### src/rtl/mac_layer_pkg.sv
package mac_layer_pkg;

    typedef enum logic [1:0] {
        PH_IDLE = 2'd0,
        PH_RUN  = 2'd1,
        PH_FIN  = 2'd2
    } phase_e;

endpackage

### src/rtl/mac_layer_ctrl.sv
module mac_layer_ctrl
    import mac_layer_pkg::*;
#(
    parameter int N_IN = 4,
    parameter int IW   = 2
) (
    input  logic          clk,
    input  logic          rst_n,
    input  logic          start,
    output logic          busy,
    output logic          done,
    output logic          load,
    output logic          acc_en,
    output logic          fin,
    output logic [IW-1:0] idx
);

    localparam logic [IW-1:0] LAST_IDX = IW'(N_IN - 1);

    typedef struct packed {
        phase_e        ph;
        logic [IW-1:0] idx;
        logic          done;
    } ctl_t;

    ctl_t ctl_d, ctl_q;

    always_comb begin
        ctl_d      = ctl_q;
        ctl_d.done = 1'b0;
        load       = 1'b0;
        case (ctl_q.ph)
            PH_IDLE: begin
                if (start) begin
                    ctl_d.ph  = PH_RUN;
                    ctl_d.idx = '0;
                    load      = 1'b1;
                end
            end
            PH_RUN: begin
                if (ctl_q.idx == LAST_IDX) begin
                    ctl_d.ph = PH_FIN;
                end else begin
                    ctl_d.idx = ctl_q.idx + 1'b1;
                end
            end
            PH_FIN: begin
                ctl_d.ph   = PH_IDLE;
                ctl_d.done = 1'b1;
            end
            default: ctl_d.ph = PH_IDLE;
        endcase
    end

    always_ff @(posedge clk or negedge rst_n) begin
        if (!rst_n) begin
            ctl_q <= '{ph: PH_IDLE, idx: '0, done: 1'b0};
        end else begin
            ctl_q <= ctl_d;
        end
    end

    assign busy   = (ctl_q.ph != PH_IDLE);
    assign acc_en = (ctl_q.ph == PH_RUN);
    assign fin    = (ctl_q.ph == PH_FIN);
    assign idx    = ctl_q.idx;
    assign done   = ctl_q.done;

endmodule

### src/rtl/mac_unit.sv
module mac_unit #(
    parameter int                   N_IN  = 4,
    parameter int                   DW    = 8,
    parameter int                   IW    = 2,
    parameter int                   AW    = 20,
    parameter int                   Q     = 4,
    parameter logic [N_IN*DW-1:0]   W_ROW = '0,
    parameter logic [2*DW-1:0]      BIAS  = '0
) (
    input  logic                 clk,
    input  logic                 rst_n,
    input  logic                 load,
    input  logic                 acc_en,
    input  logic                 fin,
    input  logic [IW-1:0]        idx,
    input  logic signed [DW-1:0] x_sel,
    output logic signed [DW-1:0] z
);

    localparam logic signed [AW-1:0] POS_ONE = AW'(1) <<< Q;
    localparam logic signed [AW-1:0] NEG_ONE = -POS_ONE;
    localparam logic signed [AW-1:0] BIAS_X  = {{(AW-2*DW){BIAS[2*DW-1]}}, BIAS};

    typedef struct packed {
        logic signed [AW-1:0] acc;
        logic signed [DW-1:0] z;
    } mac_t;

    mac_t mac_d, mac_q;

    logic signed [DW-1:0]   w_sel;
    logic signed [2*DW-1:0] prod;
    logic signed [AW-1:0]   biased;
    logic signed [AW-1:0]   scaled;

    always_comb begin
        w_sel  = W_ROW[int'(idx)*DW +: DW];
        prod   = x_sel * w_sel;
        biased = mac_q.acc + BIAS_X;
        scaled = biased >>> Q;
        mac_d  = mac_q;
        if (load) begin
            mac_d.acc = '0;
        end else if (acc_en) begin
            mac_d.acc = mac_q.acc + {{(AW-2*DW){prod[2*DW-1]}}, prod};
        end
        if (fin) begin
            if (scaled > POS_ONE) begin
                mac_d.z = POS_ONE[DW-1:0];
            end else if (scaled < NEG_ONE) begin
                mac_d.z = NEG_ONE[DW-1:0];
            end else begin
                mac_d.z = scaled[DW-1:0];
            end
        end
    end

    always_ff @(posedge clk or negedge rst_n) begin
        if (!rst_n) begin
            mac_q <= '0;
        end else begin
            mac_q <= mac_d;
        end
    end

    assign z = mac_q.z;

endmodule

### src/rtl/mac_layer.sv
module mac_layer #(
    parameter int                          N_IN    = 4,
    parameter int                          N_OUT   = 3,
    parameter int                          DW      = 8,
    parameter int                          Q       = 4,
    parameter logic [N_OUT*N_IN*DW-1:0]    WEIGHTS = 96'h7F807F7F_08E018F0_2004F810,
    parameter logic [N_OUT*2*DW-1:0]       BIASES  = 48'h0000_FF00_0080
) (
    input  logic                  clk,
    input  logic                  rst_n,
    input  logic                  start,
    input  logic [N_IN*DW-1:0]    in_vec,
    output logic                  busy,
    output logic                  done,
    output logic [N_OUT*DW-1:0]   out_vec
);

    localparam int IW = (N_IN > 1) ? $clog2(N_IN) : 1;
    localparam int AW = 2*DW + $clog2(N_IN + 1) + 2;

    typedef struct packed {
        logic [N_IN-1:0][DW-1:0] x;
    } cap_t;

    cap_t cap_d, cap_q;

    logic          load;
    logic          acc_en;
    logic          fin;
    logic [IW-1:0] idx;
    logic [DW-1:0] x_sel;

    mac_layer_ctrl #(
        .N_IN (N_IN),
        .IW   (IW)
    ) u_ctrl (
        .clk    (clk),
        .rst_n  (rst_n),
        .start  (start),
        .busy   (busy),
        .done   (done),
        .load   (load),
        .acc_en (acc_en),
        .fin    (fin),
        .idx    (idx)
    );

    always_comb begin
        cap_d = cap_q;
        if (load) begin
            cap_d.x = in_vec;
        end
        x_sel = cap_q.x[idx];
    end

    always_ff @(posedge clk or negedge rst_n) begin
        if (!rst_n) begin
            cap_q <= '0;
        end else begin
            cap_q <= cap_d;
        end
    end

    for (genvar j = 0; j < N_OUT; j++) begin : g_neuron
        logic signed [DW-1:0] z_j;

        mac_unit #(
            .N_IN  (N_IN),
            .DW    (DW),
            .IW    (IW),
            .AW    (AW),
            .Q     (Q),
            .W_ROW (WEIGHTS[j*N_IN*DW +: N_IN*DW]),
            .BIAS  (BIASES[j*2*DW +: 2*DW])
        ) u_mac (
            .clk    (clk),
            .rst_n  (rst_n),
            .load   (load),
            .acc_en (acc_en),
            .fin    (fin),
            .idx    (idx),
            .x_sel  (x_sel),
            .z      (z_j)
        );

        assign out_vec[j*DW +: DW] = z_j;
    end

endmodule

### config.mk
export PLATFORM = sky130hd
export DESIGN_NAME = mac_layer
export DESIGN_NICKNAME = d
export VERILOG_FILES = /design/src/rtl/mac_layer_pkg.sv /design/src/rtl/mac_layer_ctrl.sv /design/src/rtl/mac_unit.sv /design/src/rtl/mac_layer.sv
export SDC_FILE = /design/constraint.sdc
export NUM_CORES = 1
export LEC_CHECK = 0
export BUFFER_PORTS_ARGS = -buffer_cell sky130_fd_sc_hd__buf_4
export CORE_MARGIN = 4
export CORE_UTILIZATION = 65
export DETAILED_ROUTE_END_ITERATION = 6
export PLACE_DENSITY_LB_ADDON = 0.05
export SYNTH_ARGS = -nofsm -noshare
export SYNTH_HDL_FRONTEND = slang
export SYNTH_HIERARCHICAL = 1
export SYNTH_SLANG_ARGS = --single-unit
### constraint.sdc
create_clock -name clk -period 11.9 [get_ports clk]
set_input_delay 1.19 -clock clk [delete_from_list [all_inputs] [get_ports clk]]
set_output_delay 1.19 -clock clk [all_outputs]
set_load 0.01 [all_outputs]
==> results of run 1 <==
cell families after synthesis:
group | count (synthesis) | share of synthesized area (%)
buf+inv | 241 | 7.808
other cells | 1 | 0.02769
simple gates | 397 | 15.80
xor+xnor | 84 | 5.433
compound gates | 303 | 15.12
flops | 119 | 21.99
fa+ha+maj | 246 | 27.83
mux | 66 | 5.988
worst max-delay path: cells and delay by family (launching register included):
kind,cells,cell delay (ns)
buffers and inverters,4,0.79
xor gates and xnor gates,1,0.18
AOI/OAI and AO/OA,6,1.40
and+or+nand+nor,4,0.78
DFF,1,0.51
muxes,3,1.26
adders and majority gates,6,2.76
layer usage:
layer  global-route usage (%)  vias up
li1                         -     5113
met1                    35.03     5045
met2                    41.74      221
met3                    3.550       26
met4                    5.479        0
met5                        0        -
per-stage QoR:
stage,hold WS (ns),worst slack [ns],instance area [um2],instances,utilization (%)
finish,0.4898,4.086,14610,1764,71.72
global route,0.5081,3.565,14610,1764,71.72
CTS,0.4963,4.119,14610,1764,71.72
detailed placement,0.4821,4.134,14000,1732,68.77
global placement,0.4622,4.359,14000,1732,68.77
floorplan,0.4521,4.875,13540,1457,-
cells in the final DEF (no fill, tap or decap), drive strengths merged, types with 33 or more instances in the layout:
master,Yosys,routed
a21oi,74,74
nor2,102,102
ha,154,154
mux2,34,34
xnor2,53,53
buf,32,67
inv,178,179
dfrtp,119,119
nand2,64,64
fa,92,92
a21o,33,33
o21ai,58,58
layout make-up:
class / count / area share [%]
tap: 270 / 2.313
multi-input combinational: 1097 / 65.14
clock inverter: 13 / 1.011
sequential: 119 / 20.39
inverter: 179 / 4.600
timing repair buffer: 67 / 3.444
clock buffer: 19 / 3.101
flip-flops by register name, summed over array words and instances (netlist names):
| signal | cells |
|---|---|
| u_ctrl/idx | 2 |
| u_ctrl/ctl_q | 2 |
| u_ctrl/done | 1 |
| cap_q | 32 |
| g_neuron.u_mac/mac_q | 58 |
| g_neuron.u_mac/z | 24 |
final timing paths:
check / from / cells past startpoint / slack, ns / end
worst max-delay path: u_ctrl/idx[0] / 24 / 4.09 / g_neuron[2].u_mac/mac_q[28]
worst min-delay path: g_neuron[1].u_mac/z[7] / 1 / 0.49 / g_neuron[1].u_mac/z[7]
worst max register to register: u_ctrl/idx[0] / 24 / 4.09 / g_neuron[2].u_mac/mac_q[28]
worst min register to register: g_neuron[1].u_mac/z[7] / 1 / 0.49 / g_neuron[1].u_mac/z[7]
max in group asynchronous: rst_n / 2 / 9.75 / cap_q[22]
min in group asynchronous: rst_n / 1 / 0.91 / g_neuron[1].u_mac/mac_q[26]
==> results_tabular.tex, run 1 <==
\begin{tabular}{lr}
\hline
Metric & Value \\
\hline
\multicolumn{2}{l}{\textbf{Global route}} \\
Pin count of the biggest net entering global routing & 74 \\
First-pass GRT wire length & 49270 um \\
Total congestion overflow after global routing & 0 \\
Initial antenna violation count & 0 \\
Vias in the first global route & 10150 \\
Total global-route track usage & 25.00\% \\
\multicolumn{2}{l}{\textbf{Routing}} \\
Detailed Route WL & 28500 um \\
Wirelength per Cell & 16.15 um \\
Iteration count of the initial detailed-routing pass & 5 \\
Detailed-routed wire length on met2 & 13770 um \\
Number of routed nets with antenna violations & 0 \\
Met3 wire len & 1279 um \\
Drt initial violations & 543 \\
Number of DRC violations after detailed routing & 0 \\
Average vias per placed instance & 5.899 \\
Length of routed wiring on met1 & 13140 um \\
Routed vias & 10410 \\
Uppermost metal layer occupied by signal nets & met4 \\
\multicolumn{2}{l}{\textbf{Final layout}} \\
Layout net count & 1762 \\
Footprint of the flip-flops and latches & 2978 um2 \\
Share of layout cells above drive strength 1 & 10.98\% \\
Layout-stage area growth over the synthesis result & 7.864\% \\
Layout filler cell count & 1602 \\
Number of antenna repair diodes & 0 \\
Multi-input combinational cell area & 9514 um2 \\
\multicolumn{2}{l}{\textbf{Timing}} \\
Number of pins with negative max-slew slack in the final report & 0 \\
Setup TNS & 0 ns \\
Final setup viols & 0 \\
Worst-case headroom to the max-slew limit & 37.40\% \\
Worst clock skew & 0.01137 ns \\
Period minus WS final & 7.814 ns \\
Unrepaired setup endpoints after global routing & false \\
Fin. Hold Viols & 0 \\
Worst Max-Slew Pin Slew & 0.9390 ns \\
Achievable clock frequency & 128.0 MHz \\
Final period util & 65.66\% \\
\multicolumn{2}{l}{\textbf{Synthesis}} \\
Dominant cell type by area after synthesis & dfrtp\_1 \\
Main synth FF type & dfrtp\_1 \\
Share of the synthesized area in the top cell type & 21.99\% \\
Register bit total from synthesis & 119 \\
Yosys warns & 6 \\
Number of unique standard cell types used by synthesis & 90 \\
Syn\_nets & 1738 \\
Number of flops mapped to enable cells by yosys & 0 \\
Cell types with the highest counts after synthesis & inv\_1 (178), ha\_1 (154), dfrtp\_1 (119) \\
Cell types with the largest area share after synthesis & dfrtp\_1 (22\%), ha\_1 (14\%), fa\_1 (14\%) \\
Share of async-settable or async-resettable flops after synthesis & 100.0\% \\
Mean post-synth cell area & 9.293 um2 \\
Sequential fraction of the synthesis area & 21.99\% \\
Most frequent cell after synthesis & inv\_1 \\
Cell count after synthesis & 1457 \\
Netlist area before placement & 13540 um2 \\
\multicolumn{2}{l}{\textbf{Worst setup path}} \\
Critical Path End Type & register \\
Stage delay of the slowest cell on the critical path & 0.69 ns \\
Standard cell with the maximum stage delay on the critical path & mux4\_2 \\
Cell Chain, Critical Path & buf\_4 -> mux4\_2 -> nand2\_1 -> inv\_1 -> fa\_1 -> fa\_1 -> fa\_1 -> inv\_1 -> fa\_1 -> inv\_1 -> ha\_1 -> a21oi\_1 -> o21bai\_1 -> a21oi\_1 -> o21ai\_0 -> xor2\_1 -> ha\_1 -> and3\_4 -> nand3\_1 -> nor2\_1 -> a211o\_1 -> a311oi\_2 -> mux2i\_1 -> mux2\_1 \\
Worst setup SP type & register \\
Required time worst endpoint & 12.21 ns \\
Kind of critical path & reg2reg \\
Crit path DAT & 8.12 ns \\
Most common cell on crit path & fa\_1 \\
Worst-path maximum fanout & 39 \\
\multicolumn{2}{l}{\textbf{Clocking}} \\
Buffer count from post-CTS setup fixing & 0 \\
Maximum clock insertion buffer count & 2 \\
Clk Latency, worst-skew pair & 0.42 ns \\
CTS tree & yes \\
Quantity of gates resized following cts & 0 \\
Clock slew seen by the registers of the worst setup and hold paths & 0.07 ns \\
CTS H-tree depth & 4 \\
Clock sink count & 119 \\
Root Buffer & clkbuf\_16 \\
Hold-fix buffers, CTS & 0 \\
TritonCTS buffer count & 17 \\
\multicolumn{2}{l}{\textbf{Die}} \\
Height of the die & 152.3 um \\
Number of I/O pins & 61 \\
Site row count & 52 \\
Initial Utilization & 66.49\% \\
Chip width & 152.3 um \\
Area of the core & 20360 um2 \\
Floorplan die area & 23200 um2 \\
\multicolumn{2}{l}{\textbf{Placement}} \\
Number of buffers inserted by port buffering & 60 \\
DP Wirelength & 21670 um \\
Routability congestion estimate from global placement & 0.9116 \\
\multicolumn{2}{l}{\textbf{Run}} \\
Number of max-cap violations & 0 \\
\multicolumn{2}{l}{\textbf{Status}} \\
Run status & completed \\
\multicolumn{2}{l}{\textbf{Min path}} \\
Min-delay worst type & reg2reg \\
\hline
\end{tabular}
Power of run 1 is not shown: default switching activity piles up to over one toggle a cycle in this logic, so the estimate is an artifact.
==> run 2, diff against run 1 <==
--- a/config.mk
+++ b/config.mk
@@ -5,9 +5,10 @@
 export SDC_FILE = /design/constraint.sdc
 export NUM_CORES = 1
 export LEC_CHECK = 0
+export ABC_AREA = 1
 export BUFFER_PORTS_ARGS = -buffer_cell sky130_fd_sc_hd__buf_4
 export CORE_MARGIN = 4
-export CORE_UTILIZATION = 65
+export CORE_UTILIZATION = 64
 export DETAILED_ROUTE_END_ITERATION = 6
 export PLACE_DENSITY_LB_ADDON = 0.05
 export SYNTH_ARGS = -nofsm -noshare
==> constraint.sdc (replaced) <==
create_clock -name clk -period 7.4 [get_ports clk]
set_input_delay 0.74 -clock clk [delete_from_list [all_inputs] [get_ports clk]]
set_output_delay 0.74 -clock clk [all_outputs]
set_load 0.01 [all_outputs]
==> results_tabular.tex, run 2 <==
\begin{tabular}{lr}
\hline
Metric & Value \\
\hline
\multicolumn{2}{l}{\textbf{Status}} \\
Run status & completed \\
\multicolumn{2}{l}{\textbf{Worst setup path}} \\
Kind of critical path & reg2reg \\
Crit path DAT & 7.00 ns (-1.12 ns) \\
Register-to-register setup slack & 0.72 ns (-3.37 ns) \\
Stage delay of the slowest cell on the critical path & 0.59 ns (-0.10 ns) \\
Required time worst endpoint & 7.72 ns (-4.49 ns) \\
Worst setup SP type & register \\
Standard cell with the maximum stage delay on the critical path & dfrtp\_2 \\
Worst-path maximum fanout & 19 (-51\%) \\
Critical Path End Type & register \\
\multicolumn{2}{l}{\textbf{Routing}} \\
Average vias per placed instance & 5.431 (-7.9\%) \\
Iteration count of the initial detailed-routing pass & 5 (unchanged) \\
Number of routed nets with antenna violations & 0 (unchanged) \\
Number of DRC violations after detailed routing & 0 (unchanged) \\
Drt initial violations & 913 (+68\%) \\
Routed vias & 12890 (+24\%) \\
Wirelength per Cell & 14.06 um (-13\%) \\
Detailed Route WL & 33380 um (+17\%) \\
\multicolumn{2}{l}{\textbf{Placement}} \\
Routability congestion estimate from global placement & 0.9665 (+6.0\%) \\
Number of buffers inserted by port buffering & 60 (unchanged) \\
Worst slack at placement & 0.8026 ns (-3.331 ns) \\
DP Wirelength & 26310 um (+21\%) \\
\multicolumn{2}{l}{\textbf{Min path}} \\
Min-delay worst type & in2async \\
\multicolumn{2}{l}{\textbf{Timing}} \\
Worst Max-Slew Pin Slew & 0.9615 ns (+0.02249 ns) \\
Setup TNS & 0 ns (unchanged) \\
Number of pins with negative max-slew slack in the final report & 0 (unchanged) \\
Period minus WS final & 6.681 ns (-1.133 ns) \\
Final period util & 90.28\% (+25 points) \\
Fin. Hold Viols & 0 (unchanged) \\
Achievable clock frequency & 149.7 MHz (+17\%) \\
Worst clock skew & 0.01023 ns (-0.001149 ns) \\
Final setup viols & 0 (unchanged) \\
Unrepaired setup endpoints after global routing & false \\
Slack of the critical path & 0.7190 ns (-3.367 ns) \\
Worst-case headroom to the max-slew limit & 35.90\% (-1.5 points) \\
\multicolumn{2}{l}{\textbf{Clocking}} \\
TritonCTS buffer count & 17 (unchanged) \\
CTS H-tree depth & 4 (unchanged) \\
Root Buffer & clkbuf\_16 \\
Buffer count from post-CTS setup fixing & 0 (unchanged) \\
CTS tree & yes \\
Clock slew seen by the registers of the worst setup and hold paths & 0.06 ns (about the same) \\
Quantity of gates resized following cts & 0 (unchanged) \\
Clock sink count & 119 (unchanged) \\
Maximum clock insertion buffer count & 2 (unchanged) \\
Clk Latency, worst-skew pair & 0.43 ns (about the same) \\
Hold-fix buffers, CTS & 0 (unchanged) \\
\multicolumn{2}{l}{\textbf{Synthesis}} \\
Netlist area before placement & 14250 um2 (+5.3\%) \\
Share of async-settable or async-resettable flops after synthesis & 100.0\% (unchanged) \\
Main synth FF type & dfrtp\_1 \\
Cell count after synthesis & 2035 (+40\%) \\
Syn\_nets & 2316 (+33\%) \\
Mean post-synth cell area & 7.004 um2 (-25\%) \\
Cell types with the largest area share after synthesis & dfrtp\_1 (21\%), nand2\_1 (14\%), ha\_1 (14\%) \\
Number of unique standard cell types used by synthesis & 49 (-46\%) \\
Share of the synthesized area in the top cell type & 20.89\% (-1.1 points) \\
Register bit total from synthesis & 119 (unchanged) \\
Sequential fraction of the synthesis area & 20.89\% (-1.1 points) \\
Number of flops mapped to enable cells by yosys & 0 (unchanged) \\
Cell types with the highest counts after synthesis & nand2\_1 (531), inv\_1 (368), nor2\_1 (194) \\
Most frequent cell after synthesis & nand2\_1 \\
Dominant cell type by area after synthesis & dfrtp\_1 \\
Yosys warns & 6 (unchanged) \\
\multicolumn{2}{l}{\textbf{Final layout}} \\
Most flops, register & g\_neuron.u\_mac/mac\_q \\
Layout filler cell count & 1863 (+16\%) \\
Multi-input combinational cell area & 9512 um2 (about the same) \\
Leading cell types in the layout, fill and taps excluded & nand2\_1 (531), inv\_1 (367), nor2\_1 (194) \\
Number of antenna repair diodes & 0 (unchanged) \\
Most frequent standard cell in the layout excluding fill and tap cells & nand2\_1 \\
Footprint of the flip-flops and latches & 2979 um2 (about the same) \\
Flip-flop count of the largest register, all copies and words added & 58 (unchanged) \\
Share of layout cells above drive strength 1 & 8.309\% (-2.7 points) \\
Layout-stage area growth over the synthesis result & 8.673\% \\
Layout net count & 2362 (+34\%) \\
\multicolumn{2}{l}{\textbf{Run}} \\
Number of max-cap violations & 0 (unchanged) \\
\multicolumn{2}{l}{\textbf{Die}} \\
Height of the die & 157.2 um (+3.2\%) \\
Site row count & 54 (+3.8\%) \\
Chip width & 157.2 um (+3.2\%) \\
Number of I/O pins & 61 (unchanged) \\
Initial Utilization & 65.11\% (-1.4 points) \\
Area of the core & 21890 um2 (+7.5\%) \\
Floorplan die area & 24720 um2 (+6.5\%) \\
\multicolumn{2}{l}{\textbf{Global route}} \\
Total global-route track usage & 28.25\% (+3.3 points) \\
Total congestion overflow after global routing & 0 (unchanged) \\
Vias in the first global route & 12580 (+24\%) \\
First-pass GRT wire length & 57460 um (+17\%) \\
Pin count of the biggest net entering global routing & 74 (unchanged) \\
Initial antenna violation count & 0 (unchanged) \\
\hline
\end{tabular}
run 2: cell count changes in the layout (fill, tap and decap cells not counted), sizes merged, moves of 28 or more:
cell | previous run | this run
nor2 | 102 | 208
xnor2 | 53 | 15
nor2b | 28 | 0
o21ai | 58 | 122
nand3 | 22 | 122
and2 | 31 | 2
mux2 | 34 | 0
nand2 | 64 | 549
inv | 179 | 388
run 2: stage by stage:
step	hold WS [ns]	instances	util (%)	instance area, um2
2_1_floorplan	0.4444	2035	-	14250
3_3_place_gp	0.4593	2342	67.78	14840
3_5_place_dp	0.4646	2342	67.78	14840
4_1_cts	0.3407	2374	70.76	15490
5_1_grt	0.3672	2374	70.76	15490
6_report	0.3132	2374	70.76	15490
run 2: worst paths after layout:
path,startpoint,endpoint,depth (start not counted)
max,u_ctrl/idx[0],g_neuron[2].u_mac/mac_q[25],32
min,rst_n,g_neuron[1].u_mac/mac_q[26],1
max reg2reg,u_ctrl/idx[0],g_neuron[2].u_mac/mac_q[25],32
min reg2reg,g_neuron[2].u_mac/z[6],g_neuron[2].u_mac/z[6],2
max in group asynchronous,rst_n,g_neuron[2].u_mac/mac_q[9],2
min in group clk,g_neuron[2].u_mac/z[6],g_neuron[2].u_mac/z[6],2
run 2: worst max-delay path, delay by kind of cell (launching register included):
kind | cells | cell delay (ns)
AO/OA/AOI/OAI | 5 | 0.78
XOR/XNOR | 1 | 0.18
adder cells (fa/ha/maj) | 6 | 2.37
buffers and inverters | 6 | 0.55
flip-flops | 1 | 0.59
AND/OR/NAND/NOR | 14 | 2.11
run 2: kinds of logic after synthesis:
family,share of synthesized area (%)
and+or+nand+nor,27.55
buffers and inverters,12.38
AOI/OAI and AO/OA,10.21
adders and majority gates,26.44
DFF,20.89
xor gates and xnor gates,2.502
other,0.02631
run 2: metal layers:
layer | up-vias | global-route usage [%] | part of all wire (%)
met1 | 5987 | 37.75 | 45
li1 | 6473 | - | -
met2 | 369 | 47.20 | 48
met5 | - | 0 | 0
met4 | 0 | 10.12 | 2.7
met3 | 65 | 4.014 | 5.2
run 2: layout make-up:
type | count | share of cell area, %
sequential | 119 | 19.23
multi-input combinational | 1484 | 61.41
inverter | 388 | 9.443
clock inverter | 14 | 1.446
tap | 280 | 2.262
timing repair buffer | 71 | 3.441
clock buffer | 18 | 2.771
Power of run 2 is left out for the same reason.
